`config.mk`:
```
export PLATFORM = sky130hd
export DESIGN_NAME = trace_trig_ctrl
export DESIGN_NICKNAME = d
export VERILOG_FILES = /design/src/rtl/trace_trig_pkg.sv /design/src/rtl/trace_pc_match.sv /design/src/rtl/trace_post_delay.sv /design/src/rtl/trace_win_addr.sv /design/src/rtl/trace_trig_ctrl.sv
export SDC_FILE = /design/constraint.sdc
export NUM_CORES = 1
export LEC_CHECK = 0
export CAP_MARGIN = 20
export CORE_ASPECT_RATIO = 0.7
export CORE_UTILIZATION = 30
export DETAILED_ROUTE_END_ITERATION = 16
export GPL_TIMING_DRIVEN = 0
export HOLD_SLACK_MARGIN = 0.06
export PLACE_DENSITY = 0.63
export SLEW_MARGIN = 20
export SYNTH_ARGS = -nofsm -noshare
export SYNTH_HDL_FRONTEND = slang
export SYNTH_HIERARCHICAL = 1
export SYNTH_SLANG_ARGS = --single-unit
```
`constraint.sdc`:
```
create_clock -name clk -period 5 [get_ports clk]
set_input_delay 1 -clock clk [delete_from_list [all_inputs] [get_ports clk]]
set_output_delay 1 -clock clk [all_outputs]
set_load 0.005 [all_outputs]
```
`src/rtl/trace_trig_pkg.sv`:
```
package trace_trig_pkg;

    localparam int unsigned DATA_W = 32;
    localparam int unsigned OFF_W  = 6;
    localparam int unsigned LEN_W  = 5;

    typedef enum logic [OFF_W-1:0] {
        OFF_CTRL   = 6'h04,
        OFF_STAT   = 6'h08,
        OFF_ADDR   = 6'h10,
        OFF_TPC    = 6'h14,
        OFF_MCTL   = 6'h18,
        OFF_DLY    = 6'h1C,
        OFF_WSTART = 6'h20,
        OFF_WEND   = 6'h24
    } reg_off_e;

    typedef struct packed {
        logic out_en;
        logic pcm_en;
    } ctrl_t;

    typedef struct packed {
        logic fired;
        logic pcm_cause;
        logic seen;
        logic active;
    } stat_t;

    typedef struct packed {
        logic             outside;
        logic [LEN_W-1:0] ign_len;
    } mctl_t;

    // Bits kept by the comparison: all positions at or above n.
    function automatic logic [DATA_W-1:0] keep_mask(input logic [LEN_W-1:0] n);
        return ~((DATA_W'(1) << n) - DATA_W'(1));
    endfunction

endpackage

```
`src/rtl/trace_pc_match.sv`:
```
module trace_pc_match
    import trace_trig_pkg::*;
(
    input  logic [DATA_W-1:0] pc,
    input  logic [DATA_W-1:0] tpc,
    input  mctl_t             mctl,
    output logic              hit
);
    logic [DATA_W-1:0] diff;
    logic              same;

    always_comb begin
        diff = (pc ^ tpc) & keep_mask(mctl.ign_len);
        same = (diff == '0);
        hit  = mctl.outside ? !same : same;
    end
endmodule

```
`src/rtl/trace_post_delay.sv`:
```
module trace_post_delay #(
    parameter int unsigned DLY_W = 24
) (
    input  logic             clk,
    input  logic             rst,
    input  logic             clear,
    input  logic             load,
    input  logic [DLY_W-1:0] load_val,
    output logic             busy,
    output logic             expire
);
    logic [DLY_W-1:0] cnt;

    always_ff @(posedge clk) begin
        if (rst || clear) begin
            busy <= 1'b0;
            cnt  <= '0;
        end else if (load) begin
            busy <= 1'b1;
            cnt  <= load_val;
        end else if (busy) begin
            if (cnt == '0) busy <= 1'b0;
            else           cnt  <= cnt - 1'b1;
        end
    end

    assign expire = busy && (cnt == '0);
endmodule

```
`src/rtl/trace_win_addr.sv`:
```
module trace_win_addr #(
    parameter int unsigned IDX_W  = 11,
    parameter int unsigned WRAP_W = 10
) (
    input  logic              clk,
    input  logic              rst,
    input  logic              restart,
    input  logic              sw_wr,
    input  logic [IDX_W-1:0]  sw_idx,
    input  logic [WRAP_W-1:0] sw_wrap,
    input  logic              sw_sat,
    input  logic              adv,
    input  logic [IDX_W-1:0]  win_lo,
    input  logic [IDX_W-1:0]  win_hi,
    output logic [IDX_W-1:0]  idx,
    output logic [WRAP_W-1:0] wrap_cnt,
    output logic              wrap_sat
);
    localparam logic [WRAP_W-1:0] WRAP_MAX = '1;

    always_ff @(posedge clk) begin
        if (rst) begin
            idx      <= '0;
            wrap_cnt <= '0;
            wrap_sat <= 1'b0;
        end else if (sw_wr) begin
            idx      <= sw_idx;
            wrap_cnt <= sw_wrap;
            wrap_sat <= sw_sat;
        end else if (restart) begin
            idx      <= win_lo;
            wrap_cnt <= '0;
            wrap_sat <= 1'b0;
        end else if (adv) begin
            if (idx == win_hi) begin
                idx <= win_lo;
                if (wrap_cnt == WRAP_MAX) wrap_sat <= 1'b1;
                else                      wrap_cnt <= wrap_cnt + 1'b1;
            end else begin
                idx <= idx + 1'b1;
            end
        end
    end
endmodule

```
`src/rtl/trace_trig_ctrl.sv`:
```
module trace_trig_ctrl
    import trace_trig_pkg::*;
#(
    parameter int unsigned IDX_W  = 11,
    parameter int unsigned WRAP_W = 10,
    parameter int unsigned DLY_W  = 24
) (
    input  logic              clk,
    input  logic              rst,
    input  logic              psel,
    input  logic              penable,
    input  logic              pwrite,
    input  logic [OFF_W-1:0]  paddr,
    input  logic [DATA_W-1:0] pwdata,
    output logic [DATA_W-1:0] prdata,
    input  logic              pc_valid,
    input  logic [DATA_W-1:0] pc_value,
    input  logic              tw_valid,
    input  logic [DATA_W-1:0] tw_data,
    output logic              ram_we,
    output logic [IDX_W-1:0]  ram_addr,
    output logic [DATA_W-1:0] ram_wdata,
    output logic              trig_out
);
    localparam logic [IDX_W-1:0] IDX_TOP = '1;

    ctrl_t              ctrl_q;
    stat_t              stat_q;
    mctl_t              mctl_q;
    logic [DATA_W-1:0]  tpc_q;
    logic [DLY_W-1:0]   dly_q;
    logic [IDX_W-1:0]   wlo_q;
    logic [IDX_W-1:0]   whi_q;
    logic               trig_out_q;

    logic               apb_wr;
    logic               wr_ctrl;
    logic               go_cmd;
    logic               halt_cmd;
    logic               pc_hit;
    logic               trig_fire;
    logic               dly_busy;
    logic               dly_expire;
    logic [IDX_W-1:0]   idx;
    logic [WRAP_W-1:0]  wrap_cnt;
    logic               wrap_sat;
    logic               trace_active;
    logic               trig_seen;

    assign apb_wr   = psel && penable && pwrite;
    assign wr_ctrl  = apb_wr && (paddr == OFF_CTRL);
    assign halt_cmd = wr_ctrl && pwdata[1];
    assign go_cmd   = wr_ctrl && pwdata[0] && !pwdata[1];

    assign trace_active = stat_q.active;
    assign trig_seen    = stat_q.seen;

    trace_pc_match u_match (
        .pc   (pc_value),
        .tpc  (tpc_q),
        .mctl (mctl_q),
        .hit  (pc_hit)
    );

    assign trig_fire = stat_q.active && ctrl_q.pcm_en && !stat_q.seen &&
                       pc_valid && pc_hit && !wr_ctrl;

    trace_post_delay #(.DLY_W(DLY_W)) u_delay (
        .clk      (clk),
        .rst      (rst),
        .clear    (go_cmd || halt_cmd),
        .load     (trig_fire),
        .load_val (dly_q),
        .busy     (dly_busy),
        .expire   (dly_expire)
    );

    assign ram_we    = stat_q.active && tw_valid;
    assign ram_addr  = idx;
    assign ram_wdata = tw_data;

    trace_win_addr #(.IDX_W(IDX_W), .WRAP_W(WRAP_W)) u_addr (
        .clk      (clk),
        .rst      (rst),
        .restart  (go_cmd),
        .sw_wr    (apb_wr && (paddr == OFF_ADDR)),
        .sw_idx   (pwdata[IDX_W-1:0]),
        .sw_wrap  (pwdata[30 -: WRAP_W]),
        .sw_sat   (pwdata[31]),
        .adv      (ram_we),
        .win_lo   (wlo_q),
        .win_hi   (whi_q),
        .idx      (idx),
        .wrap_cnt (wrap_cnt),
        .wrap_sat (wrap_sat)
    );

    // Configuration registers
    always_ff @(posedge clk) begin
        if (rst) begin
            ctrl_q <= '0;
            mctl_q <= '0;
            tpc_q  <= '0;
            dly_q  <= '0;
            wlo_q  <= '0;
            whi_q  <= IDX_TOP;
        end else if (apb_wr) begin
            case (paddr)
                OFF_CTRL:   ctrl_q <= '{out_en: pwdata[3], pcm_en: pwdata[2]};
                OFF_TPC:    tpc_q  <= pwdata;
                OFF_MCTL:   mctl_q <= '{outside: pwdata[31], ign_len: pwdata[LEN_W-1:0]};
                OFF_DLY:    dly_q  <= pwdata[DLY_W-1:0];
                OFF_WSTART: wlo_q  <= pwdata[IDX_W-1:0];
                OFF_WEND:   whi_q  <= pwdata[IDX_W-1:0];
                default: ;
            endcase
        end
    end

    // Capture state and status
    always_ff @(posedge clk) begin
        if (rst) begin
            stat_q     <= '0;
            trig_out_q <= 1'b0;
        end else if (halt_cmd) begin
            stat_q.active <= 1'b0;
            trig_out_q    <= 1'b0;
        end else if (go_cmd) begin
            stat_q     <= '{fired: 1'b0, pcm_cause: 1'b0, seen: 1'b0, active: 1'b1};
            trig_out_q <= 1'b0;
        end else begin
            if (trig_fire) begin
                stat_q.seen      <= 1'b1;
                stat_q.pcm_cause <= 1'b1;
            end
            if (dly_expire) begin
                stat_q.active <= 1'b0;
                if (ctrl_q.out_en) stat_q.fired <= 1'b1;
            end
            trig_out_q <= dly_expire && ctrl_q.out_en;
        end
    end

    assign trig_out = trig_out_q;

    // Read mux
    always_comb begin
        prdata = '0;
        case (paddr)
            OFF_CTRL:   prdata[3:2] = {ctrl_q.out_en, ctrl_q.pcm_en};
            OFF_STAT:   prdata[3:0] = stat_q;
            OFF_ADDR: begin
                prdata[IDX_W-1:0]  = idx;
                prdata[30 -: WRAP_W] = wrap_cnt;
                prdata[31]         = wrap_sat;
            end
            OFF_TPC:    prdata = tpc_q;
            OFF_MCTL: begin
                prdata[31]        = mctl_q.outside;
                prdata[LEN_W-1:0] = mctl_q.ign_len;
            end
            OFF_DLY:    prdata[DLY_W-1:0] = dly_q;
            OFF_WSTART: prdata[IDX_W-1:0] = wlo_q;
            OFF_WEND:   prdata[IDX_W-1:0] = whi_q;
            default: ;
        endcase
    end

    logic unused_busy;
    assign unused_busy = dly_busy;
endmodule

```
==> summary.md <==
| Metric | Value |
|---|---|
| Die Footprint | `28900 um2` |
| Tmin final | `4.90 ns` |
| Skew-Pair Late Insertion Delay | `0.44 ns` |
| Largest net degree at the start of global routing | `17` |
| Syn_nets | `1203` |
| Pwr Density | `236 nW/um2` |
| Port bufs | `153` |
| Hold Startpoint | `dly_q[11]` |
| Hold violation count in the final report | `0` |
| Psw | `665 uW` |
| Hold Crit Class | `reg2reg` |
| Post-DP Area | `10500 um2` |
| Placer Congestion | `0.972` |
| Number of synthesized flops with an enable pin | `0` |
| Routed Antenna Nets | `0` |
| Antenna violations before repair | `0` |
| Min Hold Slack | `0.471 ns` |
| Starting Density | `0.305` |
| LEAKAGE | `0.00401 uW` |
| Clk pwr share | `0.496` |
| Post-DR wirelength/cell | `20.7 um` |
| Die width | `203 um` |
| Cell mode on critical path | `clkdlybuf4s50_1` |
| Reg2Reg Launch Point | `mctl_q[2]` |
| IO Pins | `186` |
| Most common cell after layout, fill and taps aside | `nand2_1` |
| CP Launch Type | `input port` |
| Most frequent cells in the layout | `nand2_1, clkdlybuf4s50_1, dfxtp_1, a21oi_1, o21ai_0` |
| WS Path Type | `in2out` |
| Worst slew pin tran | `1.05 ns` |
| Period utilisation layout | `0.980` |
| CP peak stage delay | `0.65 ns` |
| First-pass GRT wire length | `51.1 mm` |
| # DRC | `0` |
| Number of synthesized register bits | `137` |
| Final Power | `2620 uW` |
| Status | `finished, final reports clean` |
| Internal power | `1950 uW` |
| Pins Over Slew Limit | `0` |
| Sequential area share after synthesis | `0.324` |
| Top delay family on crit path | `buffers and inverters` |
| Cell Rows | `51` |
| DP HPWL | `26.1 mm` |
| CTS max path bufs | `2` |
| Ant diodes | `0` |
| Drt pass-1 iters | `6` |
| Synth async-reset ratio | `0` |
| Netlist cell types | `86` |
| RSZ-0062 raised after global routing | `true` |
| CP arrival | `3.90 ns` |
| Vias in the first global route | `8438` |
| Final Cell Area | `11100 um2` |
| Sw frac | `0.254` |
| H-tree levels | `4` |
| Crit Path Max Fanout | `10` |
| Worst setup EP type | `output port` |
| Seq pwr share | `0.418` |
| Core area | `27800 um2` |
| Via total after detailed routing | `9313` |
| Post-Synthesis Cell Area | `8460 um2` |
| CTS clk-pin slew, worst paths | `0.07 ns` |
| Synth top area share | `0.324` |
| Tot GR Track Use | `0.234` |
| Comb pwr share | `0.086` |
| Vias per cell | `5.66` |
| Post-cts hold buffer count | `0` |
| Cell chain of the critical path | `clkdlybuf4s50_1 -> or4b_1 -> nor2_1 -> buf_2 -> a22oi_1 -> nand3_1 -> clkdlybuf4s50_1` |
| Peak VDD IR | `0.230 mV` |
| Pre-CTS setup slack | `-0.264 ns` |
| CTS Sinks | `137` |
| Syn Area/Cell | `7.77 um2` |
| Clock root buffer | `clkbuf_16` |
| Share of layout cells above drive strength 1 | `0.112` |
| YS warnings | `6` |
| Synth Instances | `1089` |
| Max-cap viol count | `0` |
| Initial DRC count | `1254` |
| Nets | `1374` |
| Rel. slew slack | `0.280` |
| Slowest CP cell | `or4b_1` |
| Gr ovfl total | `0` |
| Post-CTS Setup Bufs | `0` |
| Area Growth Syn to Fin | `31.0%` |
| Synth area leader | `dfxtp_1` |
| Resize count post-CTS | `2` |
| Critical path required time | `4.00 ns` |
| Die Y | `143 um` |
| CTS tree | `built` |
| Most used DFF post-synth | `dfxtp_1` |
| Setup WS post-layout | `0.102 ns` |
| CTS buffer count | `17` |
| Max Freq | `0.204 GHz` |
| Critical Path Start | `paddr[5]` |
| WP buf/inv | `3` |
| Post-Route WL | `34.1 mm` |
| Worst Clk Skew | `0.0109 ns` |
| Synth area leaders | `dfxtp_1, nand2_1, a21oi_1` |
| Setup violators final | `0` |
[power by group through the flow]
stage | clock [uW] | sequential, uW | combinational, uW
2_1_floorplan | 0 | 1120 | 78.4
3_3_place_gp | 0 | 1120 | 221
3_5_place_dp | 0 | 1120 | 220
4_1_cts | 1310 | 1090 | 222
5_1_grt | 1350 | 1090 | 238
6_report | 1300 | 1090 | 227
[final timing paths]
kind	to	cells past startpoint	slack (ns)
max reg2reg	u_delay/cnt[22]	18	0.23
max	prdata[1]	7	0.10
min	dly_q[11]	2	0.47
min reg2reg	dly_q[11]	2	0.47
[sequential cells by signal (all words and copies together), names as in the netlist]
register / cells
tpc_q: 32
dly_q: 24
u_delay/cnt: 24
u_addr/idx: 11
whi_q: 11
wlo_q: 11
u_addr/wrap_cnt: 10
mctl_q: 6
ctrl_q: 2
stat_q: 2
trace_active: 1
trig_out: 1
u_addr/wrap_sat: 1
u_delay/busy: 1
[cell families (layout without fill, tap and decap cells)]
logic type | count (synthesis) | after routing | synth area share
and+or+nand+nor | 436 | 436 | 0.267
AOI/OAI and AO/OA | 311 | 311 | 0.240
DFF | 137 | 137 | 0.324
buffers and inverters | 127 | 311 | 0.0836
xor gates and xnor gates | 58 | 58 | 0.0600
muxes | 15 | 15 | 0.0177
adders and majority gates | 5 | 5 | 0.00739
[stage by stage]
stage,std cells,utilization,TNS [ns]
3_3_place_gp,1613,0.377,-5.22
6_report,1644,0.399,0
3_5_place_dp,1613,0.377,-4.34
5_1_grt,1644,0.399,-0.0301
4_1_cts,1644,0.398,0
2_1_floorplan,1089,-,0
[tightest hold or removal path, stage by stage, from the launching register on]
cell	delay, ns
dfxtp_1	0.32
nand2_1	0.05
a21oi_1	0.05
[cells in the mapped netlist, drive strengths merged, types with 4 or more instances]
master	count
nand2	197
dfxtp	137
a21oi	108
buf	66
o21ai	48
clkbuf	45
nor2	45
nand3	39
xor2	35
a22oi	26
a31oi	24
nor3	24
xnor2	23
and3	22
a22o	17
inv	15
mux2i	15
or3	14
a211oi	13
nor4	13
nand3b	12
o22ai	10
a222oi	9
nand4	9
or4	9
or2	8
nor3b	7
nor4b	7
o31ai	7
a21o	6
and2	6
nand2b	6
and4	5
ha	5
nor2b	5
o211ai	5
a221oi	4
a311oi	4
a41oi	4
o21a	4
[final cells by class]
| cell class | count | area (um2) |
|---|---|---|
| plain buffers | 110 | 644 |
| clock buffers | 17 | 425 |
| clock inverters | 15 | 170 |
| fillers | 2837 | 16700 |
| inverters | 16 | 61.3 |
| multi-input cells | 825 | 5040 |
| flip-flops and latches | 137 | 2740 |
| well taps | 371 | 464 |
| repair buffers | 153 | 1530 |
[layer usage]
layer / wire length (um) / part of all wire / global-route usage / vias to the layer above
li1: - / - / - / 4270
met4: 584 / 0.017 / 0.0625 / 0
met5: 0 / 0 / 0 / -
met1: 16100 / 0.47 / 0.349 / 4468
met3: 4000 / 0.12 / 0.0668 / 38
met2: 13400 / 0.39 / 0.319 / 537
(Power assumes the default switching activity.)
